### config.mk
export PLATFORM = sky130hd
export DESIGN_NAME = spare_port_remap
export DESIGN_NICKNAME = d
export VERILOG_FILES = /design/src/rtl/spr_pkg.sv /design/src/rtl/spr_cfg_reg.sv /design/src/rtl/spr_ingress.sv /design/src/rtl/spr_egress.sv /design/src/rtl/spare_port_remap.sv
export SDC_FILE = /design/constraint.sdc
export NUM_CORES = 1
export LEC_CHECK = 0
export ABC_AREA = 1
export ABC_CLOCK_PERIOD_IN_PS = 950
export BUFFER_PORTS_ARGS = -buffer_cell sky130_fd_sc_hd__buf_2
export CORE_AREA = 2 2 76 78
export CTS_CLUSTER_SIZE = 30
export DETAILED_ROUTE_END_ITERATION = 8
export DIE_AREA = 0 0 78 80
export PLACE_DENSITY = 0.77
export SLEW_MARGIN = 20
export SYNTH_ARGS = -nofsm -noshare
export SYNTH_HDL_FRONTEND = slang
export SYNTH_SLANG_ARGS = --single-unit
export TNS_END_PERCENT = 10
### constraint.sdc
create_clock -name clk -period 0.95 [get_ports clk]
set_input_delay 0.0475 -clock clk [delete_from_list [all_inputs] [get_ports clk]]
set_output_delay 0.0475 -clock clk [all_outputs]
set_load 0.05 [all_outputs]
### src/rtl/spr_pkg.sv
`timescale 1ns/1ps
package spr_pkg;
  // True when a port position sits below the isolation index.
  function automatic logic pos_below(input int unsigned pos, input int unsigned iso);
    return pos < iso;
  endfunction
endpackage

### src/rtl/spr_cfg_reg.sv
`timescale 1ns/1ps
module spr_cfg_reg #(
  parameter int M  = 4,
  parameter int IW = 3
) (
  input  logic          clk,
  input  logic          rst_n,
  input  logic          we,
  input  logic [IW-1:0] idx,
  output logic [IW-1:0] iso_q,
  output logic          err_q
);
  localparam logic [IW-1:0] MAX_IDX = IW'(M);

  logic legal;
  assign legal = (idx <= MAX_IDX);

  always_ff @(posedge clk) begin
    if (!rst_n) begin
      iso_q <= MAX_IDX;
      err_q <= 1'b0;
    end else if (we) begin
      if (legal) begin
        iso_q <= idx;
        err_q <= 1'b0;
      end else begin
        err_q <= 1'b1;
      end
    end
  end
endmodule

### src/rtl/spr_ingress.sv
`timescale 1ns/1ps
module spr_ingress #(
  parameter int M  = 4,
  parameter int W  = 8,
  parameter int IW = 3
) (
  input  logic [IW-1:0]      iso,
  input  logic [M:0]         ext_valid,
  input  logic [(M+1)*W-1:0] ext_data,
  output logic [M:0]         ext_ready,
  output logic [M-1:0]       int_valid,
  output logic [M*W-1:0]     int_data,
  input  logic [M-1:0]       int_ready
);
  import spr_pkg::*;

  // Core side: each internal port picks position i or i+1.
  for (genvar i = 0; i < M; i++) begin : g_core
    logic lo;
    assign lo = pos_below(i, int'(iso));
    assign int_valid[i]       = lo ? ext_valid[i]           : ext_valid[i+1];
    assign int_data[i*W +: W] = lo ? ext_data[i*W +: W]     : ext_data[(i+1)*W +: W];
  end

  // Edge side: ready follows the internal port the position feeds.
  for (genvar j = 0; j <= M; j++) begin : g_edge
    localparam logic [IW-1:0] JI = IW'(j);
    if (j == 0) begin : g_first
      assign ext_ready[j] = (iso == JI) ? 1'b0 : int_ready[0];
    end else if (j == M) begin : g_last
      assign ext_ready[j] = (iso == JI) ? 1'b0 : int_ready[M-1];
    end else begin : g_mid
      assign ext_ready[j] = (iso == JI) ? 1'b0 :
                            (JI < iso)  ? int_ready[j] : int_ready[j-1];
    end
  end
endmodule

### src/rtl/spr_egress.sv
`timescale 1ns/1ps
module spr_egress #(
  parameter int M  = 4,
  parameter int W  = 8,
  parameter int IW = 3
) (
  input  logic [IW-1:0]      iso,
  input  logic [M-1:0]       int_valid,
  input  logic [M*W-1:0]     int_data,
  output logic [M-1:0]       int_ready,
  output logic [M:0]         ext_valid,
  output logic [(M+1)*W-1:0] ext_data,
  output logic [M:0]         ext_en,
  input  logic [M:0]         ext_ready
);
  import spr_pkg::*;

  for (genvar i = 0; i < M; i++) begin : g_core
    assign int_ready[i] = pos_below(i, int'(iso)) ? ext_ready[i] : ext_ready[i+1];
  end

  for (genvar j = 0; j <= M; j++) begin : g_edge
    localparam logic [IW-1:0] JI = IW'(j);
    logic          hole;
    logic          v;
    logic [W-1:0]  d;
    assign hole = (iso == JI);
    if (j == 0) begin : g_first
      assign v = int_valid[0];
      assign d = int_data[0 +: W];
    end else if (j == M) begin : g_last
      assign v = int_valid[M-1];
      assign d = int_data[(M-1)*W +: W];
    end else begin : g_mid
      assign v = (JI < iso) ? int_valid[j]         : int_valid[j-1];
      assign d = (JI < iso) ? int_data[j*W +: W]   : int_data[(j-1)*W +: W];
    end
    assign ext_en[j]            = !hole;
    assign ext_valid[j]         = hole ? 1'b0 : v;
    assign ext_data[j*W +: W]   = hole ? '0   : d;
  end
endmodule

### src/rtl/spare_port_remap.sv
`timescale 1ns/1ps
module spare_port_remap #(
  parameter int M  = 4,
  parameter int W  = 8,
  parameter int IW = $clog2(M + 2)
) (
  input  logic               clk,
  input  logic               rst_n,
  input  logic               cfg_we,
  input  logic [IW-1:0]      cfg_idx,
  output logic [IW-1:0]      cfg_iso,
  output logic               cfg_err,
  input  logic [M:0]         ext_in_valid,
  input  logic [(M+1)*W-1:0] ext_in_data,
  output logic [M:0]         ext_in_ready,
  output logic [M-1:0]       int_in_valid,
  output logic [M*W-1:0]     int_in_data,
  input  logic [M-1:0]       int_in_ready,
  input  logic [M-1:0]       int_out_valid,
  input  logic [M*W-1:0]     int_out_data,
  output logic [M-1:0]       int_out_ready,
  output logic [M:0]         ext_out_valid,
  output logic [(M+1)*W-1:0] ext_out_data,
  output logic [M:0]         ext_out_en,
  input  logic [M:0]         ext_out_ready
);
  logic [IW-1:0] iso;

  spr_cfg_reg #(.M(M), .IW(IW)) u_cfg (
    .clk(clk), .rst_n(rst_n), .we(cfg_we), .idx(cfg_idx),
    .iso_q(iso), .err_q(cfg_err)
  );

  assign cfg_iso = iso;

  spr_ingress #(.M(M), .W(W), .IW(IW)) u_in (
    .iso(iso),
    .ext_valid(ext_in_valid), .ext_data(ext_in_data), .ext_ready(ext_in_ready),
    .int_valid(int_in_valid), .int_data(int_in_data), .int_ready(int_in_ready)
  );

  spr_egress #(.M(M), .W(W), .IW(IW)) u_out (
    .iso(iso),
    .int_valid(int_out_valid), .int_data(int_out_data), .int_ready(int_out_ready),
    .ext_valid(ext_out_valid), .ext_data(ext_out_data), .ext_en(ext_out_en),
    .ext_ready(ext_out_ready)
  );
endmodule

# Word-level counts from Yosys, hierarchy flattened
# Cells that the tools add are included.
# op_classes
reduce_logical,7
order_cmp,8
eq_ne,4
n_mux,37
# ops
operator,count
$mux 8,12
$mux 1,25
$lt 2x3->1 const A,4
$lt 1x3->1 const A,3
$eq 3x2->1 const B,2
$logic_not 1->1,5
$eq 3x1->1 const B,1
$eq 3x3->1 const B,1
$le 3x3->1 const B,1
$logic_not 3->1,1
$reduce_and 2->1,1
# word_totals
regBits,4
inputBits,96
output_inout_bits,99
word_cells,58

# Longest topological paths before layout
# depth
ltp_word,3
mapped_depth,6

# Hierarchy
# Synthesis repeated with hierarchy kept, for this count alone.
# unflattened
hier_cells,323
area_unflattened_um2,1488.9
# by_module_without_submodules
mod,instances,area_per_inst_um2,cells_per_inst
spr_egress,1,726.9,167
spr_ingress,1,590.6,134
spr_cfg_reg,1,171.4,22

# Worst setup path before layout
# Ideal clock, no wire load.
# synth_path
path_kind,register -> output
startpoint,register u_cfg.iso_q[1]
endpoint,output int_in_data[10]
n_path_buf,1
path_stages_with_launch,4
t_arrival_ns,2.143
required_ns,0.902
path_slack_ns,-1.241
path_cell_list,dfxtp_1 > nor2_4 > clkbuf_1 > o21ai_0
# synth_via
elab_chain_cells,2
# synth_lines
item,line,source
from (decl),spr_cfg_reg.sv:10,"output logic [IW-1:0] iso_q,"
from (signal assigned),spr_cfg_reg.sv:24,iso_q <= idx;
$lt 1x3->1,spr_pkg.sv:5,return pos < iso;
$mux 8,spr_ingress.sv:22,assign int_data[i*W +: W] = lo ? ext_data[i*W +: W] : ext_data[(i+1)*W +: W];
to (decl),spare_port_remap.sv:17,"output logic [M*W-1:0] int_in_data,"
# Every way passes these cells.

# Final worst setup path
# layout_path
startpoint,register u_cfg.iso_q[2]
endpoint,output ext_out_data[27]
# layout_via
elab_chain_cells,3
elab_cells_between_ends,4
# layout_lines
item,line,source
$lt 2x3->1,spr_egress.sv:36,assign d = (JI < iso) ? int_data[j*W +: W] : int_data[(j-1)*W +: W];
$mux 8,spr_egress.sv:36,
$mux 8 *,spr_egress.sv:40,assign ext_data[j*W +: W] = hole ? '0 : d;
to (decl),spare_port_remap.sv:23,"output logic [(M+1)*W-1:0] ext_out_data,"
# Mark *: on every way between the ends. The rest lies on a longest branch, timed or not.

==> results <==
- After routing the design area is 0.004074 mm2.
- The sum of routed wire length over all layers is 8590 um.
- The floorplan step set the die height to 80 um.
- The final setup violation count is 95.
- After synthesis, the netlist uses 17 different library cells.
- The final reports fail on negative setup slack.
- The number of max-cap violations is 0.
- The clock skew after layout is 0 ns.
- The clock share of power is 8.2%.
- The number of placed instances with taps included is 554.
- The last weighted congestion value of the routability-driven placer is 0.9079.
- Cell internal power was estimated by the tool at approximately 0.0020 W.
- The path class of the tightest hold or removal check is in -> reg.
- After detailed routing, the average wire length per cell comes to 15.23 um.
- The area of the core is between 0.005 and 0.006 mm2.
- Summing all placed instances gives a cell area of ~0.0031 mm2.
- In this design, the stage delay of the slowest critical-path cell is 0.36 ns.
- The first global-routing pass estimated 12180 um of wire.
- At the end of the flow, the number of nets in the layout was a little under 600.
- The number of hold violations in the final report is 0.
- The number of buffers created by CTS is 3.
- After layout, the minimum clock period comes to 1.504 ns.
- The count of buffers added on input and output ports is just under 200.
- After technology mapping, the gate count stands at 279.
- Summed over all nets, the half-perimeter wirelength after detailed placement is 5907 um.
- The finished layout holds 564 standard cells, fillers aside.
- When the netlist entered floorplanning its net count stood at around 380.
- The boundary pin count is 195.
- The starting utilization of the core area is 23.33%.
- The type of the setup path with the least slack is reg -> out.
- The count of hold buffers inserted by post-cts repair is 0.
- The sequential share of the synthesized area is 6.349%.
- For this block, the initial DRC count from the detailed router was 89.
- The kind of end point of the critical path is a primary output.
- The cell area after technology mapping is 0.001261 mm2.
- The switching share of total power is 57.74%.
- The pre-antenna-repair detailed-routing pass consisted of 4 iterations.
- The overall power is ~0.0048 W.
- The leakage dissipation is 2.084 nW.
- The area growth from synthesis to layout is 223.0%.
- The total number of clock tree sinks is 4.
- The slowest stage of the critical path is the sky130_fd_sc_hd__dfxtp_4 cell.
- The largest net degree at the start of global routing is 21.
- The repair_antennas step left the layout with diodes totalling 0.
- Counting stages on the worst path, the most repeated cell is sky130_fd_sc_hd__buf_12.
- Traced cell by cell, the critical path runs through inv_6 -> buf_12 -> nand3_4 -> buf_12 -> nand2_1 -> clkinvlp_4 -> buf_6.
- The analysis attributes to net switching a power of 0.002780 W.
- In the routed layout, each cell is associated on average with a via count of 4.635.
- The floorplan has 27 rows.
- The initial antenna violation count was 0.
- The die area is 0.006240 mm2.
- The via total after detailed routing is 2614.
- The Yosys step of the flow raised 0 warnings.
- The upper clock frequency limit is 664.8 MHz.
- The number of pins exceeding their max-slew limit in the final report came to 0.
- The number of buffer and inverter instances along the worst setup path is 5.
- The worst hold-check slack is 0.04749 ns.
- The top cell family by delay on the critical path is buffers and inverters.
- The run finished, with violations left.
- Clock-pin slew was measured on the worst setup and hold paths at 0.03 ns.
- The total number of H-tree levels is 1.
- The cell sitting at the root of the clock tree is a sky130_fd_sc_hd__clkbuf_8.
- STA classifies the critical path startpoint as a flop.
- After layout, the worst setup slack is -0.5542 ns.
- Dividing the synthesized area by the synthesized cell count gives 4.520 um2.
- Global routing finished with a remaining overflow of 0.
- VDD sags by at most between 0.0008 and 0.0009 V.
- After detailed routing, the number of remaining DRC violations is 0.
- The width of the die is 78 um.
- The utilization after layout is 75.37%.
- Along the worst path, the maximum fanout reaches 7.
- Of the total power, registers draw 4.1%.
- Of the available clock period, the critical path in the final layout requires 158.3%.
- The ratio of cells with drive above 1 in the final layout is 70.53%.
- Measured against its own limit, the worst slew margin works out to 77.09%.
- The clock latency on the worst-skew pair is 0.22 ns.
- The via count of the first global-routing pass is 2528.
- In this run, synthesis produced a sequential element count of 4.
- The CTS tree is built.
- The power share of the combinational group is 87.7%.
- The post-route antenna net violation count is 0.
- The required time of the critical path is approximately 0.90 ns.
- The overall track demand over capacity in global routing is approximately 24%.
- The total power divided by cell area is 1182 mW/mm2.
- The data arrival time of the worst path is 1.46 ns.
- The buffer levels on the longest clock path is 2.
- For the pin with the worst max-slew slack, the measured transition is around 0.34 ns.
- Setup repair after global routing could not meet its margin everywhere.
## cells by family (layout without fill, tap and decap cells)
family / Yosys count / after routing / share of synthesized area (%)
buffers and inverters: 73 / 286 / 23.21
AOI/OAI and AO/OA: 63 / 63 / 25.99
and+or+nand+nor: 139 / 139 / 44.44
DFF: 4 / 4 / 6.349
## layout make-up
class	count	area (um2)
timing repair buffer	226	2018
multi-input combinational	202	1568
fill	384	1331
inverter	56	261.5
sequential	4	91.34
tap	72	90.09
clock buffer	4	45.04
## per-layer routing
| layer | global-route usage, % | vias to the layer above | wire length [um] | share of wire (%) |
|---|---|---|---|---|
| met5 | 0 | - | 0 | 0 |
| met4 | 5.088 | 0 | 163 | 1.9 |
| met3 | 3.507 | 19 | 346 | 4.0 |
| met2 | 46.12 | 93 | 4810 | 56 |
| met1 | 28.51 | 1208 | 3270 | 38 |
| li1 | - | 1294 | - | - |
## what timing repair did
item | CTS | global route
endpoints found under the setup margin | 98 | 97
gates resized for setup | 192 | 72
gates cloned | 2 | 0
pin swaps | 12 | 6
setup buffers | 4 | 0
## flip-flops by register name (all words and copies together) (netlist names)
| register | cells |
|---|---|
| u_cfg.err_q | 1 |
| u_cfg.iso_q | 3 |
## worst reg2reg max path, delay by kind of cell (launching register included)
kind	cells	cell delay, ns
AND/OR/NAND/NOR	3	0.19
buffers and inverters	2	0.18
flip-flops	1	0.37
## synth_stat cells
library cell | n | area (um2)
sky130_fd_sc_hd__buf_2 | 12 | 60.06
sky130_fd_sc_hd__nand2_2 | 1 | 6.260
sky130_fd_sc_hd__nor2_4 | 1 | 11.26
sky130_fd_sc_hd__clkbuf_1 | 4 | 15.01
sky130_fd_sc_hd__nor2_1 | 24 | 90.09
sky130_fd_sc_hd__a21oi_1 | 11 | 55.05
sky130_fd_sc_hd__inv_1 | 53 | 198.9
sky130_fd_sc_hd__o21ai_1 | 13 | 65.06
sky130_fd_sc_hd__o22ai_1 | 10 | 62.56
sky130_fd_sc_hd__nand2_1 | 98 | 367.9
sky130_fd_sc_hd__dfxtp_1 | 4 | 80.08
sky130_fd_sc_hd__nand3_1 | 13 | 65.06
sky130_fd_sc_hd__buf_4 | 1 | 7.510
sky130_fd_sc_hd__inv_2 | 3 | 11.26
sky130_fd_sc_hd__o21ai_0 | 29 | 145.1
sky130_fd_sc_hd__nand3_2 | 1 | 10.01
sky130_fd_sc_hd__nor3_2 | 1 | 10.01
## stage by stage
step	worst slack, ns	setup TNS, ns
2_1_floorplan	-0.3465	-27.96
3_3_place_gp	-0.3555	-25.84
3_5_place_dp	-0.4134	-28.48
4_1_cts	-0.5467	-42.69
5_1_grt	-0.6322	-48.86
6_report	-0.5542	-43.20
## cells in the final DEF, fill, tap and decap left out, drive strengths merged
master	Yosys	routed
inv	56	46
dfxtp	4	4
nand3	14	14
nor2	25	25
nor3	1	1
o21ai	42	42
clkinv	0	1
clkinvlp	0	9
buf	13	226
clkbuf	4	4
o22ai	10	10
nand2	99	99
a21oi	11	11
## final timing paths
path / startpoint / to / slack (ns) / cells past startpoint
worst min-delay path: cfg_we / u_cfg.err_q$_SDFFE_PN0P_ / 0.05 / 2
worst max-delay path: u_cfg.iso_q[2]$_SDFFE_PN1P_ / ext_out_data[27] / -0.55 / 7
worst max register to register: u_cfg.iso_q[1]$_SDFFE_PN0P_ / u_cfg.iso_q[1]$_SDFFE_PN0P_ / 0.14 / 5
worst min register to register: u_cfg.err_q$_SDFFE_PN0P_ / u_cfg.err_q$_SDFFE_PN0P_ / 0.55 / 2
## power by group through the flow
| stage | registers, W | clock network [W] | logic [W] |
|---|---|---|---|
| 3_5_place_dp | 0.000197 | 0 | 0.00337 |
| 6_report | 0.000198 | 0.000394 | 0.00422 |
| 5_1_grt | 0.000200 | 0.000424 | 0.00438 |
| 2_1_floorplan | 0.000246 | 0 | 0.00245 |
| 4_1_cts | 0.000197 | 0.000405 | 0.00397 |
| 3_3_place_gp | 0.000195 | 0 | 0.00334 |
No activity file was read; power rests on OpenSTA's default activity.
